File: src/rtl/gpio_pkg.sv
package gpio_pkg;
  localparam int PORT_W = 8;
  localparam int CFG_W  = 3;
  localparam int CFG_OE = 0;
  localparam int CFG_PP = 1;
  localparam int CFG_PU = 2;

  // runtime window map: ports 0/1 use a 4-byte stride, ports 2/3 a 2-byte stride
  function automatic logic [3:0] dout_ofs(input int p);
    return (p < 2) ? 4'(p * 4) : 4'(8 + (p - 2) * 2);
  endfunction

  function automatic logic [3:0] din_ofs(input int p);
    return dout_ofs(p) + 4'd1;
  endfunction

  function automatic logic [3:0] even_ofs(input int p);
    return 4'(p * 4 + 2);
  endfunction

  function automatic logic [3:0] evst_ofs(input int p);
    return 4'(p * 4 + 3);
  endfunction
endpackage

File: src/rtl/gpio_sync.sv
module gpio_sync #(
  parameter int W = 8
) (
  input  logic         clk,
  input  logic [W-1:0] d,
  output logic [W-1:0] q
);
  logic [W-1:0] s1_q, s2_q;

  always_ff @(posedge clk) begin
    s1_q <= d;
    s2_q <= s1_q;
  end

  assign q = s2_q;
endmodule

File: src/rtl/gpio_cfg_bank.sv
module gpio_cfg_bank
  import gpio_pkg::*;
#(
  parameter int NUM_PINS = 29
) (
  input  logic                clk,
  input  logic                rst,
  input  logic                sel_we,
  input  logic                cfg_we,
  input  logic [7:0]          wdata,
  output logic [7:0]          rdata,
  output logic [NUM_PINS-1:0] oe_en,
  output logic [NUM_PINS-1:0] pp_en,
  output logic [NUM_PINS-1:0] pu_en
);
  localparam int IDX_W = $clog2(NUM_PINS);

  logic [2:0] port_q, bit_q;
  logic [NUM_PINS-1:0][CFG_W-1:0] cfg_q;
  logic [5:0]       pin_code;
  logic [IDX_W-1:0] pin_idx;
  logic             sel_valid;

  assign pin_code  = {port_q, bit_q};
  assign pin_idx   = pin_code[IDX_W-1:0];
  assign sel_valid = (pin_code < 6'(NUM_PINS));

  always_ff @(posedge clk) begin
    if (rst) begin
      port_q <= '0;
      bit_q  <= '0;
      cfg_q  <= '0;
      rdata  <= '0;
    end else begin
      if (sel_we) begin
        port_q <= wdata[6:4];
        bit_q  <= wdata[2:0];
      end
      if (cfg_we && sel_valid) cfg_q[pin_idx] <= wdata[CFG_W-1:0];
      rdata <= sel_valid ? {{(8-CFG_W){1'b0}}, cfg_q[pin_idx]} : 8'h00;
    end
  end

  for (genvar i = 0; i < NUM_PINS; i++) begin : g_pin
    assign oe_en[i] = cfg_q[i][CFG_OE];
    assign pp_en[i] = cfg_q[i][CFG_PP];
    assign pu_en[i] = cfg_q[i][CFG_PU];
  end

  // a write through a select that names no pin leaves every setting alone
  p_badsel_ignored_r2: assert property (@(posedge clk) disable iff (rst)
    (cfg_we && !sel_valid) |=> $stable(cfg_q));
endmodule

File: src/rtl/gpio_evt_port.sv
module gpio_evt_port #(
  parameter int W = 8
) (
  input  logic         clk,
  input  logic         rst,
  input  logic [W-1:0] din,
  input  logic         en_we,
  input  logic         st_we,
  input  logic [W-1:0] wdata,
  output logic [W-1:0] en_q,
  output logic [W-1:0] st_q,
  output logic         pend
);
  logic [W-1:0] prev_q, set_v, clr_v;

  assign set_v = din & ~prev_q & en_q;
  assign clr_v = st_we ? wdata : '0;
  assign pend  = |(st_q & en_q);

  always_ff @(posedge clk) prev_q <= din;

  always_ff @(posedge clk) begin
    if (rst) begin
      en_q <= '0;
      st_q <= '0;
    end else begin
      if (en_we) en_q <= wdata;
      st_q <= (st_q & ~clr_v) | set_v;   // a fresh edge beats a clear
    end
  end

  // an enabled rising edge is latched on the next clock
  p_edge_latched_r8: assert property (@(posedge clk) disable iff (rst)
    (|set_v) |=> ((st_q & $past(set_v)) == $past(set_v)));
  // no status bit appears without an enabled edge
  p_no_spurious_r8: assert property (@(posedge clk) disable iff (rst)
    ((st_q & ~$past(st_q) & ~$past(set_v)) == '0));
  // ones written to status clear bits that saw no edge
  p_w1c_r9: assert property (@(posedge clk) disable iff (rst)
    st_we |=> ((st_q & $past(wdata & ~set_v)) == '0));
endmodule

File: src/rtl/gpio_unit.sv
module gpio_unit
  import gpio_pkg::*;
#(
  parameter int NUM_PINS = 29,
  parameter int EV_PORTS = 2
) (
  input  logic                clk,
  input  logic                rst,
  input  logic                rt_we,
  input  logic [3:0]          rt_addr,
  input  logic [7:0]          rt_wdata,
  output logic [7:0]          rt_rdata,
  input  logic                cfg_sel_we,
  input  logic                cfg_we,
  input  logic [7:0]          cfg_wdata,
  output logic [7:0]          cfg_rdata,
  input  logic [NUM_PINS-1:0] pad_in,
  output logic [NUM_PINS-1:0] pad_out,
  output logic [NUM_PINS-1:0] pad_oe,
  output logic [NUM_PINS-1:0] pad_pu,
  output logic                event_o
);
  localparam int NUM_PORTS = (NUM_PINS + PORT_W - 1) / PORT_W;
  localparam int PAD_BITS  = NUM_PORTS * PORT_W;
  localparam logic [PAD_BITS-1:0] IMPL = {PAD_BITS{1'b1}} >> (PAD_BITS - NUM_PINS);
  localparam logic [PORT_W-1:0]   TOP_MASK = IMPL[PAD_BITS-1 -: PORT_W];
  localparam logic [3:0]          LAST_DO  = dout_ofs(NUM_PORTS - 1);

  logic [NUM_PINS-1:0] din_s, oe_en, pp_en, pu_en, dout_pin;
  logic [PAD_BITS-1:0] din_x, dout_q;
  logic [EV_PORTS-1:0][PORT_W-1:0] ev_en, ev_st;
  logic [EV_PORTS-1:0] ev_pend;
  logic [7:0] rd_val;

  gpio_sync #(.W(NUM_PINS)) u_sync (.clk(clk), .d(pad_in), .q(din_s));

  assign din_x = PAD_BITS'(din_s);

  gpio_cfg_bank #(.NUM_PINS(NUM_PINS)) u_cfg (
    .clk(clk), .rst(rst), .sel_we(cfg_sel_we), .cfg_we(cfg_we),
    .wdata(cfg_wdata), .rdata(cfg_rdata),
    .oe_en(oe_en), .pp_en(pp_en), .pu_en(pu_en)
  );

  for (genvar e = 0; e < EV_PORTS; e++) begin : g_evt
    gpio_evt_port #(.W(PORT_W)) u_evt (
      .clk(clk), .rst(rst),
      .din(din_x[e*PORT_W +: PORT_W]),
      .en_we(rt_we && (rt_addr == even_ofs(e))),
      .st_we(rt_we && (rt_addr == evst_ofs(e))),
      .wdata(rt_wdata),
      .en_q(ev_en[e]), .st_q(ev_st[e]), .pend(ev_pend[e])
    );
  end

  always_ff @(posedge clk) begin
    if (rst) begin
      dout_q <= '0;
    end else begin
      for (int p = 0; p < NUM_PORTS; p++)
        if (rt_we && (rt_addr == dout_ofs(p)))
          dout_q[p*PORT_W +: PORT_W] <= rt_wdata & IMPL[p*PORT_W +: PORT_W];
    end
  end

  always_comb begin
    rd_val = 8'h00;
    for (int p = 0; p < NUM_PORTS; p++) begin
      if (rt_addr == dout_ofs(p)) rd_val = dout_q[p*PORT_W +: PORT_W];
      if (rt_addr == din_ofs(p))  rd_val = din_x[p*PORT_W +: PORT_W];
    end
    for (int e = 0; e < EV_PORTS; e++) begin
      if (rt_addr == even_ofs(e)) rd_val = ev_en[e];
      if (rt_addr == evst_ofs(e)) rd_val = ev_st[e];
    end
  end

  assign dout_pin = dout_q[NUM_PINS-1:0];

  always_ff @(posedge clk) begin
    if (rst) begin
      rt_rdata <= '0;
      pad_out  <= '0;
      pad_oe   <= '0;
      pad_pu   <= '0;
      event_o  <= 1'b0;
    end else begin
      rt_rdata <= rd_val;
      pad_oe   <= oe_en & (pp_en | ~dout_pin);
      pad_out  <= pp_en & dout_pin;
      pad_pu   <= pu_en;
      event_o  <= |ev_pend;
    end
  end

  // an open-drain pin never presents a high drive value
  p_od_no_high_r4: assert property (@(posedge clk) disable iff (rst)
    ((pad_out & ~$past(pp_en)) == '0));
  // the driver turns on only for pins whose setting enables it
  p_oe_needs_cfg_r4: assert property (@(posedge clk) disable iff (rst)
    ((pad_oe & ~$past(oe_en)) == '0));
  // the input image lags the pads by exactly two clocks
  p_sync_lag_r6: assert property (@(posedge clk) disable iff (rst)
    din_s == $past(pad_in, 2));
  // absent bits of the last port read back as zero
  p_unimpl_zero_r7: assert property (@(posedge clk) disable iff (rst)
    ($past(rt_addr) == LAST_DO) |-> ((rt_rdata & ~TOP_MASK) == 8'h00));
  // the event line rises only from an enabled pending bit
  p_event_src_r10: assert property (@(posedge clk) disable iff (rst)
    event_o |-> $past(|ev_pend));
endmodule

File: config.mk
export PLATFORM = sky130hd
export DESIGN_NAME = gpio_unit
export DESIGN_NICKNAME = d
export VERILOG_FILES = /design/src/rtl/gpio_pkg.sv /design/src/rtl/gpio_sync.sv /design/src/rtl/gpio_cfg_bank.sv /design/src/rtl/gpio_evt_port.sv /design/src/rtl/gpio_unit.sv
export SDC_FILE = /design/constraint.sdc
export NUM_CORES = 1
export LEC_CHECK = 0
export ABC_AREA = 0
export CAP_MARGIN = 20
export CORE_MARGIN = 2
export CORE_UTILIZATION = 55
export CTS_CLUSTER_SIZE = 12
export DETAILED_ROUTE_END_ITERATION = 8
export PLACE_DENSITY = 0.86
export SYNTH_ARGS = -nofsm -noshare
export SYNTH_HDL_FRONTEND = slang
export SYNTH_SLANG_ARGS = --single-unit
File: constraint.sdc
create_clock -name clk -period 2.4 [get_ports clk]
set_clock_uncertainty 0.1 [all_clocks]
set_input_delay 0.48 -clock clk [delete_from_list [all_inputs] [get_ports clk]]
set_output_delay 0.48 -clock clk [all_outputs]
set_load 0.01 [all_outputs]
==> run metrics, run 1 <==
clock network power share=42.4%; grt met1 use=34.7%; EDFF count, synth=0; clock buffer count from CTS=34; Top FF cell, synth=dfxtp_1; R2R Path End=u_cfg.oe_en[26]; Syn Area/Cell=9.48 um^2; internal power=8.50 mW; minimum clock period=2.15 ns; CP Launch Type=register; crit path kind=register to register; Worst Hold End=u_cfg.port_q[2]; asr flop ratio synth=0%; fill count=1583; Overflow after GRT=0; Routed wire per std cell=19.2 um; input/output buffers=150; CTS Hold Bufs=0; hold path start=rst; Peak Freq=464 MHz; Syn Inst Count=1274; GRT Overall Usage=27.8%; CTS clock-pin slew for the worst setup and hold paths=0.06 ns; drt total wl=33.2 mm; met3 Use GR=5.26%; die area=23200 um^2; Initial Util=55.7%; Slew HR=55.4%; critical-path cell list=buf_4 > nand2b_1 > nor2_1 > nand2_1 > a21oi_1; Min Hold Slack=0.210 ns; crit-path max FO=14; Crit. path cell count=5; Hold Path Depth=2; CTS HTree Levels=2; first-pass GRT wire length=51.9 mm; post-DP HPWL=23.4 mm; Slew Viols, Final=0; CP max stage delay=0.65 ns; Final GP Congestion=0.937; CTS Sinks=327; die width=152 um; synthesized area=12100 um^2; most common cell after layout, fill and taps aside=dfxtp_1; initial antenna violation count=0; max-cap violation count=0; number of synthesized register bits=327; status=complete, no violations; GR met2 Demand/Resource=47.1%; Vias per Instance=5.85; die height=152 um; root buf cell=clkbuf_16; YS warnings=0; Static Leak=5.68 nW; Buf+Inv Stages, Crit Path=1; combinational share of power=6.6%; FP Rows=54; CTS Buffer Depth=3; area occupied by multi-input gates=5050 um^2; later-pin clock latency in the skew report=0.51 ns; # nets final=1493; Crit path max-delay family=simple AND/OR/NAND/NOR gates; Setup Viol. Count Final=0; I/O Pins=158; DR iter-0 viols=984; most frequent cells in the layout=dfxtp_1, nand2_1, clkdlybuf4s50_1, nor2_1, a21oi_1; slowest stage cell, crit path=dfxtp_1; post-synthesis sequential area ratio=54.2%; largest net degree at the start of global routing=84; Seq pwr share=51.0%; core area=21700 um^2; RSZ-0062 raised after global routing=no; Pre-antenna DRT Iters=9; Net Switching=2.48 mW; most used routing layer=met2; via count=10135; post-synthesis cell type count=56; layout cells sized above 1=10.1%; Worst R2R Start=u_cfg.bit_q[1]; Util after Layout=69.7%; sw frac=22.6%; Final Hold Vio Count=0; worst vdd ir=0.555 mV; antenna-violating nets left=0; hold crit path type=input port to register; register area=6550 um^2; n_diodes=0; CTS tree=built; Worst Setup End Kind=register; Worst EP required=2.71 ns; # resized after CTS=0; Synth-to-Final Area Change=25.3%; number of setup buffers added after CTS=0; vias in the first global route=9605; setup_tns=0 ns; Slew @ Worst Pin=0.666 ns; DRC violations left=0; final worst path period share=89.8%; Critical Path AT=2.47 ns; Pwr Density=726 nW/um^2; slack of the worst reg-to-reg path=0.25 ns; worst r2r path cells=5
[kinds of logic after synthesis]
| logic type | count (synthesis) | share of synthesized area (%) |
|---|---|---|
| compound gates | 218 | 10.7 |
| buf+inv | 112 | 4.09 |
| flops | 327 | 54.2 |
| mux | 98 | 10.5 |
| other cells | 1 | 0.0311 |
| simple gates | 518 | 20.5 |
[state kept, by name (all words and copies together) (netlist names)]
signal,count
dout_q,29
pad_oe,29
pad_out,29
pad_pu,29
u_cfg.oe_en,29
u_cfg.pp_en,29
u_cfg.pu_en,29
u_sync.q,29
u_sync.s1_q,29
g_evt.u_evt.en_q,16
g_evt.u_evt.prev_q,16
g_evt.u_evt.st_q,16
rt_rdata,8
u_cfg.bit_q,3
u_cfg.port_q,3
u_cfg.rdata,3
event_o,1
[worst max path at each step]
stage                        start               to  slack, ns
floorplan                   cfg_we   u_cfg.oe_en[2]       0.54
global placement        rt_addr[0]      rt_rdata[1]       -0.1
detailed placement      rt_addr[0]       dout_q[20]      -0.09
CTS                 u_cfg.bit_q[0]   u_cfg.rdata[1]       0.31
global route        u_cfg.bit_q[1]  u_cfg.oe_en[26]       0.18
finish              u_cfg.bit_q[1]  u_cfg.oe_en[26]       0.25
[metal layers]
| metal | wire, um | share of wire [%] | vias to the layer above |
|---|---|---|---|
| li1 | - | - | 4681 |
| met1 | 13300 | 40 | 4841 |
| met2 | 16000 | 48 | 501 |
| met3 | 2350 | 7.1 | 112 |
| met4 | 1530 | 4.6 | 0 |
| met5 | 0 | 0 | - |
[power by group through the flow]
stage / combinational [mW] / clock, mW / sequential [mW]
3_5_place_dp: 0.706 / 0 / 5.72
2_1_floorplan: 0.396 / 0 / 5.70
4_1_cts: 0.713 / 4.70 / 5.60
6_report: 0.724 / 4.65 / 5.60
5_1_grt: 0.770 / 4.93 / 5.61
3_3_place_gp: 0.697 / 0 / 5.72
[Yosys cell counts, types with 4 or more instances]
master	count	area share [%]
nor2b_1	74	3.8
a32oi_1	12	0.87
and3_1	5	0.26
a31oi_1	6	0.31
buf_2	26	1.1
a22oi_1	5	0.31
nor2_1	139	4.3
mux4_2	18	3.4
nand3_1	67	2.8
buf_4	5	0.31
nor3b_1	30	1.9
dfxtp_1	327	54
nand4_1	4	0.21
nand2b_1	5	0.26
o221ai_1	7	0.51
mux2_2	7	0.65
a21oi_1	97	4.0
o21ai_0	56	2.3
a211oi_1	4	0.25
inv_1	12	0.37
nand2_1	169	5.3
mux2i_1	70	5.8
nand3b_1	6	0.37
o211ai_1	5	0.31
clkbuf_1	61	1.9
a221oi_1	5	0.36
[layout make-up]
type                    count  area share [%]
multi-input cells         839            33.4
clock inverters             5           0.314
well taps                 280            2.32
flip-flops and latches    327            43.3
inverters                  14           0.347
repair buffers            223            14.4
clock buffers              43            5.98
[stage by stage]
stage	instances	cell area, um^2	setup WS [ns]	power (mW)
final	1731	15100	0.245	11.0
after global routing	1731	15100	0.181	11.3
after CTS	1731	15100	0.306	11.0
after detailed placement	1683	14200	-0.0903	6.43
after global placement	1683	14200	-0.0986	6.41
after floorplan	1278	12100	0.543	6.09
(Power assumes the default switching activity.)
==> run 2: changes to the inputs <==
--- a/config.mk
+++ b/config.mk
@@ -6,7 +6,7 @@
 export NUM_CORES = 1
 export LEC_CHECK = 0
 export ABC_AREA = 0
-export CAP_MARGIN = 20
+export CAP_MARGIN = 25
 export CORE_MARGIN = 2
 export CORE_UTILIZATION = 55
 export CTS_CLUSTER_SIZE = 12
==> results of run 2 <==
No change in the layout: final DEF, timing and power equal those of run 1.
==> run 3: changes to the inputs <==
--- a/config.mk
+++ b/config.mk
@@ -6,12 +6,13 @@
 export NUM_CORES = 1
 export LEC_CHECK = 0
 export ABC_AREA = 0
-export CAP_MARGIN = 25
+export CAP_MARGIN = 20
 export CORE_MARGIN = 2
 export CORE_UTILIZATION = 55
 export CTS_CLUSTER_SIZE = 12
 export DETAILED_ROUTE_END_ITERATION = 8
 export PLACE_DENSITY = 0.86
+export SLEW_MARGIN = 20
 export SYNTH_ARGS = -nofsm -noshare
 export SYNTH_HDL_FRONTEND = slang
 export SYNTH_SLANG_ARGS = --single-unit
==> results of run 3 <==
No change in the layout: final DEF, timing and power equal those of run 1.
